[src/rtl/gpio_irq_pkg.sv]
`timescale 1ns/1ps
package gpio_irq_pkg;

  localparam int TYPE_W = 3;
  localparam int ADDR_W = 2;

  typedef enum logic [ADDR_W-1:0] {
    SEL_CFG  = 2'd0,
    SEL_EN   = 2'd1,
    SEL_STAT = 2'd2,
    SEL_NONE = 2'd3
  } reg_sel_e;

  typedef enum logic [2:0] {
    MODE_LVL_HI,
    MODE_LVL_LO,
    MODE_RISE,
    MODE_FALL,
    MODE_ANY
  } pin_mode_e;

  // Bit 2 dominates: when set, the two low bits are don't-care.
  function automatic pin_mode_e decode_type(input logic [TYPE_W-1:0] code);
    pin_mode_e m;
    if (code[2]) begin
      m = MODE_ANY;
    end else begin
      case (code[1:0])
        2'b00:   m = MODE_LVL_HI;
        2'b01:   m = MODE_LVL_LO;
        2'b10:   m = MODE_RISE;
        default: m = MODE_FALL;
      endcase
    end
    return m;
  endfunction

  function automatic logic is_edge_mode(input pin_mode_e m);
    return (m == MODE_RISE) || (m == MODE_FALL) || (m == MODE_ANY);
  endfunction

endpackage

[src/rtl/gpio_irq_rst_sync.sv]
`timescale 1ns/1ps
module gpio_irq_rst_sync #(
  parameter int STAGES = 2
) (
  input  logic clk_i,
  input  logic rst_ni,
  output logic rst_sync_no
);

  logic [STAGES-1:0] chain_q;
  logic [STAGES-1:0] chain_d;

  always_comb begin
    chain_d = {chain_q[STAGES-2:0], 1'b1};
  end

  always_ff @(posedge clk_i or negedge rst_ni) begin
    if (!rst_ni) begin
      chain_q <= '0;
    end else begin
      chain_q <= chain_d;
    end
  end

  assign rst_sync_no = chain_q[STAGES-1];

endmodule

[src/rtl/gpio_irq_sync.sv]
`timescale 1ns/1ps
module gpio_irq_sync #(
  parameter int WIDTH  = 8,
  parameter int STAGES = 2
) (
  input  logic             clk_i,
  input  logic             rst_ni,
  input  logic [WIDTH-1:0] din_i,
  output logic [WIDTH-1:0] dout_o
);

  logic [STAGES-1:0][WIDTH-1:0] stage_q;
  logic [STAGES-1:0][WIDTH-1:0] stage_d;

  always_comb begin
    stage_d[0] = din_i;
  end

  for (genvar s = 1; s < STAGES; s++) begin : g_stage
    always_comb begin
      stage_d[s] = stage_q[s-1];
    end
  end

  always_ff @(posedge clk_i or negedge rst_ni) begin
    if (!rst_ni) begin
      stage_q <= '0;
    end else begin
      stage_q <= stage_d;
    end
  end

  assign dout_o = stage_q[STAGES-1];

endmodule

[src/rtl/gpio_irq_pin_detect.sv]
`timescale 1ns/1ps
module gpio_irq_pin_detect
  import gpio_irq_pkg::*;
(
  input  logic              clk_i,
  input  logic              rst_ni,
  input  logic              sync_i,
  input  logic [TYPE_W-1:0] type_i,
  input  logic              type_load_i,
  input  logic              clr_i,
  output logic              status_o,
  output logic              sticky_o,
  output logic              hit_o
);

  pin_mode_e mode;
  logic      edge_mode;
  logic      prev_q;
  logic      prev_d;
  logic      prev_en;
  logic      sticky_q;
  logic      sticky_d;
  logic      rise;
  logic      fall;
  logic      hit;

  always_comb begin
    mode      = decode_type(type_i);
    edge_mode = is_edge_mode(mode);
    // History only runs in edge mode; a type change reloads it.
    prev_en   = edge_mode | type_load_i;
    prev_d    = sync_i;
    rise      = sync_i & ~prev_q;
    fall      = ~sync_i & prev_q;
    case (mode)
      MODE_RISE: hit = rise;
      MODE_FALL: hit = fall;
      MODE_ANY:  hit = rise | fall;
      default:   hit = 1'b0;
    endcase
  end

  // Priority: type change, then new event, then software clear.
  always_comb begin
    if (type_load_i) begin
      sticky_d = 1'b0;
    end else if (hit) begin
      sticky_d = 1'b1;
    end else if (clr_i) begin
      sticky_d = 1'b0;
    end else begin
      sticky_d = sticky_q;
    end
  end

  always_ff @(posedge clk_i or negedge rst_ni) begin
    if (!rst_ni) begin
      prev_q <= 1'b0;
    end else if (prev_en) begin
      prev_q <= prev_d;
    end
  end

  always_ff @(posedge clk_i or negedge rst_ni) begin
    if (!rst_ni) begin
      sticky_q <= 1'b0;
    end else begin
      sticky_q <= sticky_d;
    end
  end

  always_comb begin
    case (mode)
      MODE_LVL_HI: status_o = sync_i;
      MODE_LVL_LO: status_o = ~sync_i;
      default:     status_o = sticky_q;
    endcase
  end

  assign sticky_o = sticky_q;
  assign hit_o    = hit;

endmodule

[src/rtl/gpio_irq_regs.sv]
`timescale 1ns/1ps
module gpio_irq_regs
  import gpio_irq_pkg::*;
#(
  parameter int NUM_PINS = 8,
  parameter int DATA_W   = 32
) (
  input  logic                       clk_i,
  input  logic                       rst_ni,
  input  logic [ADDR_W-1:0]          reg_addr_i,
  input  logic                       reg_we_i,
  input  logic [DATA_W-1:0]          reg_wdata_i,
  input  logic [NUM_PINS-1:0]        status_i,
  output logic [DATA_W-1:0]          reg_rdata_o,
  output logic [NUM_PINS*TYPE_W-1:0] cfg_o,
  output logic [NUM_PINS-1:0]        en_o,
  output logic [NUM_PINS-1:0]        type_load_o,
  output logic [NUM_PINS-1:0]        clr_o
);

  localparam int CFG_W = NUM_PINS * TYPE_W;

  reg_sel_e          sel;
  logic              wr_cfg;
  logic              wr_en;
  logic              wr_stat;
  logic [CFG_W-1:0]  cfg_q;
  logic [CFG_W-1:0]  cfg_d;
  logic [NUM_PINS-1:0] en_q;
  logic [NUM_PINS-1:0] en_d;
  logic [DATA_W-1:0] rdata_q;
  logic [DATA_W-1:0] rdata_d;
  logic              unused_wdata;

  always_comb begin
    sel     = reg_sel_e'(reg_addr_i);
    wr_cfg  = reg_we_i && (sel == SEL_CFG);
    wr_en   = reg_we_i && (sel == SEL_EN);
    wr_stat = reg_we_i && (sel == SEL_STAT);
    cfg_d   = wr_cfg ? reg_wdata_i[CFG_W-1:0] : cfg_q;
    en_d    = wr_en  ? reg_wdata_i[NUM_PINS-1:0] : en_q;
    clr_o   = wr_stat ? reg_wdata_i[NUM_PINS-1:0] : '0;
  end

  for (genvar p = 0; p < NUM_PINS; p++) begin : g_load
    always_comb begin
      type_load_o[p] = wr_cfg &&
        (reg_wdata_i[p*TYPE_W +: TYPE_W] != cfg_q[p*TYPE_W +: TYPE_W]);
    end
  end

  always_comb begin
    rdata_d = '0;
    case (sel)
      SEL_CFG:  rdata_d[CFG_W-1:0]    = cfg_q;
      SEL_EN:   rdata_d[NUM_PINS-1:0] = en_q;
      SEL_STAT: rdata_d[NUM_PINS-1:0] = status_i;
      default:  rdata_d = '0;
    endcase
  end

  always_ff @(posedge clk_i or negedge rst_ni) begin
    if (!rst_ni) begin
      cfg_q   <= '0;
      en_q    <= '0;
      rdata_q <= '0;
    end else begin
      cfg_q   <= cfg_d;
      en_q    <= en_d;
      rdata_q <= rdata_d;
    end
  end

  assign unused_wdata = ^reg_wdata_i[DATA_W-1:CFG_W];
  assign cfg_o       = cfg_q;
  assign en_o        = en_q;
  assign reg_rdata_o = rdata_q;

endmodule

[src/rtl/gpio_irq_detect.sv]
`timescale 1ns/1ps
module gpio_irq_detect
  import gpio_irq_pkg::*;
#(
  parameter int NUM_PINS    = 8,
  parameter int DATA_W      = 32,
  parameter int SYNC_STAGES = 2
) (
  input  logic                clk_i,
  input  logic                rst_ni,
  input  logic [NUM_PINS-1:0] pin_i,
  input  logic [1:0]          reg_addr_i,
  input  logic                reg_we_i,
  input  logic [DATA_W-1:0]   reg_wdata_i,
  output logic [DATA_W-1:0]   reg_rdata_o,
  output logic                irq_o
);

  localparam int CFG_W = NUM_PINS * TYPE_W;

  logic                rst_q_n;
  logic [NUM_PINS-1:0] sync_vec;
  logic [CFG_W-1:0]    cfg_vec;
  logic [NUM_PINS-1:0] en_vec;
  logic [NUM_PINS-1:0] load_vec;
  logic [NUM_PINS-1:0] clr_vec;
  logic [NUM_PINS-1:0] status_vec;
  logic [NUM_PINS-1:0] sticky_vec;
  logic [NUM_PINS-1:0] hit_vec;

  gpio_irq_rst_sync #(.STAGES(2)) u_rst_sync (
    .clk_i      (clk_i),
    .rst_ni     (rst_ni),
    .rst_sync_no(rst_q_n)
  );

  gpio_irq_sync #(.WIDTH(NUM_PINS), .STAGES(SYNC_STAGES)) u_sync (
    .clk_i (clk_i),
    .rst_ni(rst_q_n),
    .din_i (pin_i),
    .dout_o(sync_vec)
  );

  gpio_irq_regs #(.NUM_PINS(NUM_PINS), .DATA_W(DATA_W)) u_regs (
    .clk_i      (clk_i),
    .rst_ni     (rst_q_n),
    .reg_addr_i (reg_addr_i),
    .reg_we_i   (reg_we_i),
    .reg_wdata_i(reg_wdata_i),
    .status_i   (status_vec),
    .reg_rdata_o(reg_rdata_o),
    .cfg_o      (cfg_vec),
    .en_o       (en_vec),
    .type_load_o(load_vec),
    .clr_o      (clr_vec)
  );

  for (genvar p = 0; p < NUM_PINS; p++) begin : g_pin
    gpio_irq_pin_detect u_pin (
      .clk_i      (clk_i),
      .rst_ni     (rst_q_n),
      .sync_i     (sync_vec[p]),
      .type_i     (cfg_vec[p*TYPE_W +: TYPE_W]),
      .type_load_i(load_vec[p]),
      .clr_i      (clr_vec[p]),
      .status_o   (status_vec[p]),
      .sticky_o   (sticky_vec[p]),
      .hit_o      (hit_vec[p])
    );
  end

  always_comb begin
    irq_o = |(status_vec & en_vec);
  end

endmodule

[config.mk]
export PLATFORM = sky130hd
export DESIGN_NAME = gpio_irq_detect
export DESIGN_NICKNAME = d
export VERILOG_FILES = /design/src/rtl/gpio_irq_pkg.sv /design/src/rtl/gpio_irq_rst_sync.sv /design/src/rtl/gpio_irq_sync.sv /design/src/rtl/gpio_irq_pin_detect.sv /design/src/rtl/gpio_irq_regs.sv /design/src/rtl/gpio_irq_detect.sv
export SDC_FILE = /design/constraint.sdc
export NUM_CORES = 1
export LEC_CHECK = 0
export BUFFER_PORTS_ARGS = -buffer_cell sky130_fd_sc_hd__buf_2
export CORE_MARGIN = 8
export CORE_UTILIZATION = 50
export CTS_CLUSTER_SIZE = 8
export DETAILED_ROUTE_END_ITERATION = 10
export HOLD_SLACK_MARGIN = 0.15
export PLACE_DENSITY = 0.74
export SETUP_SLACK_MARGIN = 0.4
export SYNTH_ARGS = -nofsm -noshare
export SYNTH_HDL_FRONTEND = slang
export SYNTH_SLANG_ARGS = --single-unit
[constraint.sdc]
create_clock -name clk_i -period 2.7 [get_ports clk_i]
set_input_delay 0 -clock clk_i [delete_from_list [all_inputs] [get_ports clk_i]]
set_output_delay 0 -clock clk_i [all_outputs]
set_load 0.05 [all_outputs]
==> results.yml, run 1 <==
clock_tree:
  clock_path_buffers: 2
  cts_max_level: 3
  worstSkewPairLatency_ps: 360
  clk_pin_slew_ps: 80
  cts_setup_buffers: 0
  cts_resized: 0
  tritoncts: "built"
  hold_buffers: 36
  clock-sinks: 90
  cts_buffers: 9
  clock_tree.root_cell: "clkbuf_8"
logic_synthesis:
  ys.flop_type: "dfrtp_1"
  syn_area_mm2: 0.00436
  syn_inst: 359
  yosys.cell_count.top_type: "dfrtp_1"
  synth_top_area_cell: "dfrtp_1"
  synth-seq-cells: 90
  ys_warn_count: 0
  synth_edf_count: 0
  synth_area_per_cell_um2: 12.2
  synth_cell_type_count: 35
  yosysSeqAreaShare: 0.516
  async_flop_share: 1.00
  synth_top_area_frac: 0.516
  ys_top_cells_by_area: "dfrtp_1, mux2_2, xnor2_1"
  synth_common_cells: "dfrtp_1, mux2_2, xnor2_1"
drt:
  first_pass_iters: 4
  wire_per_inst_um: 15.3
  vias: 2867
  dr.first_iter.drc_count: 72
  wirelength_mm: 8.68
  antenna_left: 0
  post-route-drc-count: 0
  viasPerCell: 5.07
sta:
  final.min_clock_period_ps: 2000
  period_share: 0.742
  fin_ws_ps: 697
  tns_ps: 0
  rsz0062_at_grt: "no"
  fin_worst_skew_ps: 6.31
  max_freq_mhz: 499
  timing.final.hold_violations: 0
  slew_violations: 0
  setup_viol: 0
setup_path:
  start_kind: "register"
  worst_path_max_delay_cell: "dfrtp_1"
  worstSetupPathType: "reg2out"
  crit_path_end_kind: "output pin"
  max_stage_delay_ps: 450
  reg2reg_depth: 4
  path_cells: "xor2_1 > or3_1 > a32oi_1 > nand4b_1 > buf_2"
  crit_fanout: 5
  crit_arrival_ps: 2000
  cp.required_ps: 2700
power_and_ir_drop:
  p_leak_nw: 2.48
  powerDensity_mw_per_mm2: 745
  peakVddDrop_mv: 0.380
finish:
  utilization: 0.626
  regArea_mm2: 0.00226
  fillers: 708
  final_nets: 514
  drive_gt1_frac: 0.277
  area_delta_synth_final_pct: 23.2
  multi_input_area_mm2: 0.00190
  n_antenna_cell: 0
placed_design:
  pre_cts_ws_ps: 1110
  gp_congestion: 0.788
  portBuffers: 61
  dpl.hpwl_mm: 6.03
job:
  drv_cap: 0
grt:
  grt_max_degree: 53
  grt_pass1_wl_mm: 14.5
  antenna_found_initial: 0
  grt_overflow_total: 0
  grt_pass1_vias: 3082
  track_usage: 0.156
die:
  fp-row-count: 34
  fp.dieW_um: 109
  die_area_mm2: 0.0120
  ios: 78
  start_util: 0.508
  core_area_mm2: 0.00859
  dieHeight_um: 109
worst_hold_path:
  worst_hold_path_type: "in2reg"
  holdPathStages: 2
status:
  status: "completed"
[worst paths after layout]
kind | from | to | slack, ps
worst max-delay path | u_regs.cfg_o[18] | irq_o | 700
worst min register to register | u_rst_sync.chain_q[1] | g_pin[7].u_pin.prev_q | 290
worst min-delay path | pin_i[6] | u_sync.stage_d[14] | 280
worst max register to register | u_regs.cfg_o[0] | u_regs.reg_rdata_o[0] | 1280
min in group asynchronous | u_rst_sync.chain_q[1] | g_pin[7].u_pin.prev_q | 290
max in group asynchronous | u_rst_sync.chain_q[1] | u_regs.reg_rdata_o[1] | 1770
[metrics by stage]
| step | std cells | instance area (µm²) | hold WS (ps) | power [mW] |
|---|---|---|---|---|
| 4_1_cts | 566 | 5380 | 261 | 4.05 |
| 6_report | 566 | 5380 | 279 | 4.01 |
| 3_3_place_gp | 514 | 4730 | -215 | 2.71 |
| 3_5_place_dp | 514 | 4730 | -211 | 2.75 |
| 2_1_floorplan | 366 | 4390 | -296 | 2.53 |
| 5_1_grt | 566 | 5380 | 262 | 4.22 |
[state kept, by name, indices dropped and copies added (netlist names)]
name,flops
u_regs.reg_rdata_o,24
g_pin.u_pin.prev_q,8
u_rst_sync.chain_q,2
u_regs.cfg_o,24
u_regs.en_o,8
u_sync.dout_o,8
u_sync.stage_d,8
g_pin.u_pin.sticky_o,8
[final cells by class]
| class | count | area share |
|---|---|---|
| Multi-Input combinational cell | 226 | 0.353 |
| Tap cell | 108 | 0.0251 |
| Sequential cell | 90 | 0.420 |
| Inverter | 25 | 0.0175 |
| Clock buffer | 12 | 0.0307 |
| Clock inverter | 4 | 0.0223 |
| Timing Repair Buffer | 101 | 0.132 |
[cells in the final DEF, fill, tap and decap left out, types with 12 or more instances in the layout]
| cell | netlist | final |
|---|---|---|
| inv_1 | 24 | 24 |
| buf_2 | 8 | 61 |
| mux2_2 | 32 | 32 |
| xnor2_1 | 27 | 27 |
| dlygate4sd3_1 | 0 | 36 |
| and2_1 | 18 | 18 |
| clkbuf_8 | 0 | 12 |
| o21ai_0 | 13 | 13 |
| mux2i_1 | 19 | 19 |
| ha_1 | 16 | 16 |
| dfrtp_1 | 90 | 89 |
[critical path, delay by kind of cell, from the launching register on]
kind | cells | cell delay (ps)
AO/OA/AOI/OAI | 1 | 290
AND/OR/NAND/NOR | 2 | 490
buffers and inverters | 1 | 230
flip-flops | 1 | 450
XOR/XNOR | 1 | 180
[where the power goes]
group	internal, mW	switching (mW)	total (mW)
Sequential	1.56	0.219	1.78
Combinational	0.440	0.543	0.984
Clock	0.784	0.460	1.24
[routing by layer]
metal  GRT usage  routed length [µm]  up-vias  part of all wire
met5           0                   0        -                 0
met4      0.0800                 223        0             0.026
met3      0.0352                 429       17             0.049
met2       0.264                4330       64              0.50
met1       0.181                3700     1393              0.43
li1            -                   -     1393                 -
[kinds of logic after synthesis]
kind of cell             after synthesis  synth area share
AO/OA/AOI/OAI                         45            0.0909
flip-flops                            90             0.516
multiplexers                          51             0.126
XOR/XNOR                              32            0.0642
other                                  2           0.00172
buffers and inverters                 50            0.0550
adder cells (fa/ha/maj)               16            0.0459
AND/OR/NAND/NOR                       73             0.100
Note: power is estimated with default switching activity, not from simulation.
==> run 2: changes to the inputs <==
PLACE_DENSITY = 0.71   (was 0.74)
clock period = 1.85 ns   (was 2.7 ns; I/O delays follow)
==> results.yml, run 2 (same netlist as run 1, synthesis figures left out) <==
status:
  status: "completed"
setup_path:
  crit_family: "simple AND/OR/NAND/NOR gates"
  start_kind: "register"
  max_stage_delay_ps: 420
  crit_path_end_kind: "output pin"
  cp.required_ps: 1850
  cp_num_buf_inv: 1
  reg2reg_slack_ps: 480
  path_cells: "xor2_1 > or3_4 > a32oi_2 > nand4b_1 > buf_6"
  crit_arrival_ps: 1850
  worstSetupPathType: "reg2out"
  rr_startpoint: "u_regs.cfg_o[11]"
  startpoint: "u_regs.cfg_o[21]"
  worst_path_max_delay_cell: "dfrtp_2"
  crit_fanout: 2
  regToRegEndpoint: "g_pin[3].u_pin.prev_q"
  reg2reg_depth: 5
grt:
  grt_pass1_wl_mm: 14.7
  grt_pass1_vias: 3093
  track_usage: 0.157
  grt_overflow_total: 0
  antenna_found_initial: 0
  grt_max_degree: 54
job:
  drv_cap: 0
sta:
  setup_viol: 0
  slew_violations: 0
  timing.final.hold_violations: 0
  period_share: 0.999
  tns_ps: 0
  max_freq_mhz: 541
  whs_ps: 177
  rsz0062_at_grt: "yes"
  final.min_clock_period_ps: 1850
  fin_worst_skew_ps: 17.2
finish:
  layout_commonest_cell: "dfrtp_1"
  final_cell_mix: "dfrtp_1, buf_2, dlygate4sd3_1"
  final_nets: 527
  area_delta_synth_final_pct: 24.7
  n_antenna_cell: 0
  drive_gt1_frac: 0.323
drt:
  vias: 2942
  wire_per_inst_um: 15.2
  viasPerCell: 5.08
  dr.first_iter.drc_count: 70
  antenna_left: 0
  first_pass_iters: 4
  post-route-drc-count: 0
  wirelength_mm: 8.82
clock_tree:
  tritoncts: "built"
  clock_tree.root_cell: "clkbuf_8"
  clk_pin_slew_ps: 90
  worstSkewPairLatency_ps: 360
  clock_path_buffers: 2
  cts_buffers: 9
  clock-sinks: 90
  cts_max_level: 3
power_and_ir_drop:
  peakVddDrop_mv: 0.497
  powerDensity_mw_per_mm2: 975
  power_mw: 5.30
  p_leak_nw: 2.52
die:
  fp.dieW_um: 109
  start_util: 0.508
  fp-row-count: 34
  dieHeight_um: 109
  ios: 78
  core_area_mm2: 0.00859
  die_area_mm2: 0.0120
placed_design:
  dpl.hpwl_mm: 6.13
  portBuffers: 61
  gp_congestion: 0.779
worst_hold_path:
  worst_hold_path_type: "in2reg"
  hold_start: "reg_we_i"
  min_to: "u_regs.en_o[7]"
  holdPathStages: 3
-- run 2: cell types whose count changed in the layout (fill, tap and decap cells not counted), sizes merged --
cell	change
buf	+12
bufinv	-4
clkinv	+2
clkbuf	+1
clkinvlp	+1
dlygate4sd3	+1
-- run 2: worst max-delay path by stage --
stage	endpoint	depth (start not counted)	slack [ps]
after floorplan	irq_o	4	280
after detailed placement	irq_o	5	240
after CTS	irq_o	5	-70
after global routing	irq_o	5	-90
final	irq_o	5	2
after global placement	irq_o	5	260
-- run 2: layout make-up --
class | instances | area (µm²)
clock buffer | 13 | 139
tap | 108 | 135
multi-input combinational | 226 | 1980
clock inverter | 3 | 17.5
sequential | 90 | 2260
timing repair buffer | 114 | 815
fill | 698 | 3150
inverter | 25 | 93.8
-- run 2: what timing repair did --
item / 4_1_cts / 5_1_grt
hold buffers: 37 / 0
setup buffers: 2 / 5
endpoints found under the hold margin: 63 / 0
setup endpoints to repair: 1 / 16
pin swaps: 2 / 4
resized for setup: 5 / 15
-- run 2: where the power goes --
group          total (mW)  switching (mW)  internal (mW)
Clock                1.13           0.645          0.486
Sequential           2.57           0.290           2.28
Combinational        1.60           0.861          0.742
Total                5.30            1.79           3.51
-- run 2: worst min-delay path: cells and delay by family --
kind          cells  cell delay, ps
buf+inv           1             120
mux               1             190
simple gates      1             200
-- run 2: per-layer routing --
metal,track usage,wire length (µm),up-vias
met4,0.0501,94,0
met3,0.0487,552,11
li1,-,-,1431
met5,0,0,-
met1,0.196,3810,1430
met2,0.255,4360,70
-- run 2: per-stage QoR --
stage | worst slack [ps] | area, µm² | utilization | cells
after detailed placement | 244 | 4770 | 0.555 | 519
after floorplan | 283 | 4400 | - | 366
after global routing | -85.7 | 5440 | 0.633 | 579
final | 2.34 | 5440 | 0.633 | 579
after CTS | -69.7 | 5330 | 0.620 | 574
after global placement | 255 | 4770 | 0.555 | 519
==> run 3: changes to the inputs <==
CTS_BUF_LIST = sky130_fd_sc_hd__clkbuf_16   (was default)
==> results.yml, run 3 (same netlist as run 1, synthesis figures left out) <==
grt:
  grt_max_degree: 54
  track_usage: 0.159
  grt_overflow_total: 0
  antenna_found_initial: 0
  grt_pass1_wl_mm: 15.0
  grt_pass1_vias: 3120
setup_path:
  start_kind: "register"
  cp_num_buf_inv: 1
  reg2reg_depth: 5
  cp.depth: 5
  crit_family: "simple AND/OR/NAND/NOR gates"
  crit_fanout: 2
  crit_arrival_ps: 1830
  crit_path_end: "irq_o"
  startpoint: "u_regs.cfg_o[9]"
  worstSetupPathType: "reg2out"
  path_cells: "xor2_1 > or3_4 > a32oi_2 > nand4b_1 > buf_6"
  max_stage_delay_ps: 410
  worst_path_max_delay_cell: "dfrtp_2"
  rr_startpoint: "u_regs.cfg_o[11]"
  crit_path_end_kind: "output pin"
  regToRegEndpoint: "g_pin[3].u_pin.prev_q"
  cp.required_ps: 1850
  reg2reg_slack_ps: 480
drt:
  viasPerCell: 5.13
  vias: 2968
  post-route-drc-count: 0
  dr.first_iter.drc_count: 108
  first_pass_iters: 4
  wirelength_mm: 8.97
  antenna_left: 0
  wire_per_inst_um: 15.5
clock_tree:
  clock-sinks: 90
  tritoncts: "built"
  cts_buffers: 9
  cts_max_level: 3
  clock_path_buffers: 2
  worstSkewPairLatency_ps: 340
  clock_tree.root_cell: "clkbuf_16"
  clk_pin_slew_ps: 70
placed_design:
  placed_cell_area_mm2: 0.00477
  dpl.hpwl_mm: 6.13
  gp_congestion: 0.779
  dp_cells: 519
  portBuffers: 61
finish:
  n_antenna_cell: 0
  final_cells: 579
  layout_commonest_cell: "dfrtp_1"
  final_cell_mix: "dfrtp_1, buf_2, dlygate4sd3_1"
  final_nets: 527
  area_delta_synth_final_pct: 27.0
  drive_gt1_frac: 0.323
  stdcell_area_mm2: 0.00554
power_and_ir_drop:
  peakVddDrop_mv: 0.544
  powerDensity_mw_per_mm2: 1040
  p_leak_nw: 2.58
status:
  status: "completed"
job:
  drv_cap: 0
die:
  dieHeight_um: 109
  core_area_mm2: 0.00859
  fp-row-count: 34
  start_util: 0.508
  ios: 78
  die_area_mm2: 0.0120
  fp.dieW_um: 109
sta:
  fin_worst_skew_ps: 10.8
  tns_ps: 0
  period_share: 0.988
  timing.final.hold_violations: 0
  slew_violations: 0
  rsz0062_at_grt: "yes"
  final.min_clock_period_ps: 1830
  max_freq_mhz: 547
  setup_viol: 0
worst_hold_path:
  worst_hold_path_type: "in2reg"
-- run 3: cell types whose count changed in the layout (fill, tap and decap cells not counted) --
cell | previous run | this run
o31ai_2 | 0 | 1
clkbuf_8 | 9 | 0
o31ai_1 | 3 | 2
or3_4 | 3 | 2
clkbuf_16 | 0 | 9
clkbuf_1 | 4 | 0
or3_1 | 1 | 2
inv_1 | 24 | 28
-- run 3: layout make-up --
cell class,count,area (µm²)
multi-input cells,226,1980
fillers,675,3050
well taps,108,135
clock inverters,7,32.5
flip-flops and latches,90,2260
repair buffers,114,815
inverters,25,93.8
clock buffers,9,225
-- run 3: metrics by stage --
stage,hold slack [ps],power [mW],setup WS [ps],util
2_1_floorplan,-296,3.69,283,-
3_3_place_gp,-212,3.99,255,0.555
3_5_place_dp,-211,4.04,244,0.555
4_1_cts,213,5.74,-32.6,0.632
5_1_grt,237,6.09,-44.4,0.645
6_report,205,5.78,22.1,0.645
-- run 3: repair_timing --
item | in CTS | in global routing
hold endpoints to repair | 63 | 0
buffers inserted | 2 | 5
hold buffers | 37 | 0
resized for setup | 5 | 15
pin swaps | 2 | 4
setup endpoints to repair | 1 | 16
-- run 3: how the worst min path moves through the flow --
stage,from,cells after the start,to
3_5_place_dp,rst_ni,1,u_rst_sync.chain_q[0]
4_1_cts,reg_addr_i[1],4,u_regs.reg_rdata_o[7]
2_1_floorplan,rst_ni,0,u_rst_sync.chain_q[0]
6_report,reg_we_i,3,u_regs.en_o[7]
5_1_grt,reg_we_i,3,u_regs.en_o[2]
3_3_place_gp,rst_ni,1,u_rst_sync.chain_q[0]
-- run 3: worst register-to-register path: cells and delay by family (launching register included) --
kind	cells	cell delay, ps
AOI/OAI and AO/OA	1	120
xor gates and xnor gates	1	240
buffers and inverters	1	170
DFF	1	390
muxes	1	200
and+or+nand+nor	1	180
-- run 3: layer usage --
metal | share of wire | vias up | routed length, µm | track usage
met5 | 0 | - | 0 | 0
met3 | 0.058 | 18 | 523 | 0.0469
li1 | - | 1431 | - | -
met2 | 0.49 | 72 | 4430 | 0.258
met1 | 0.43 | 1447 | 3890 | 0.199
met4 | 0.013 | 0 | 120 | 0.0540
-- run 3: report_power, final --
group	total (mW)	internal (mW)	switching [mW]
combinational	1.61	0.743	0.871
clock	1.59	0.885	0.702
sequential	2.58	2.28	0.291
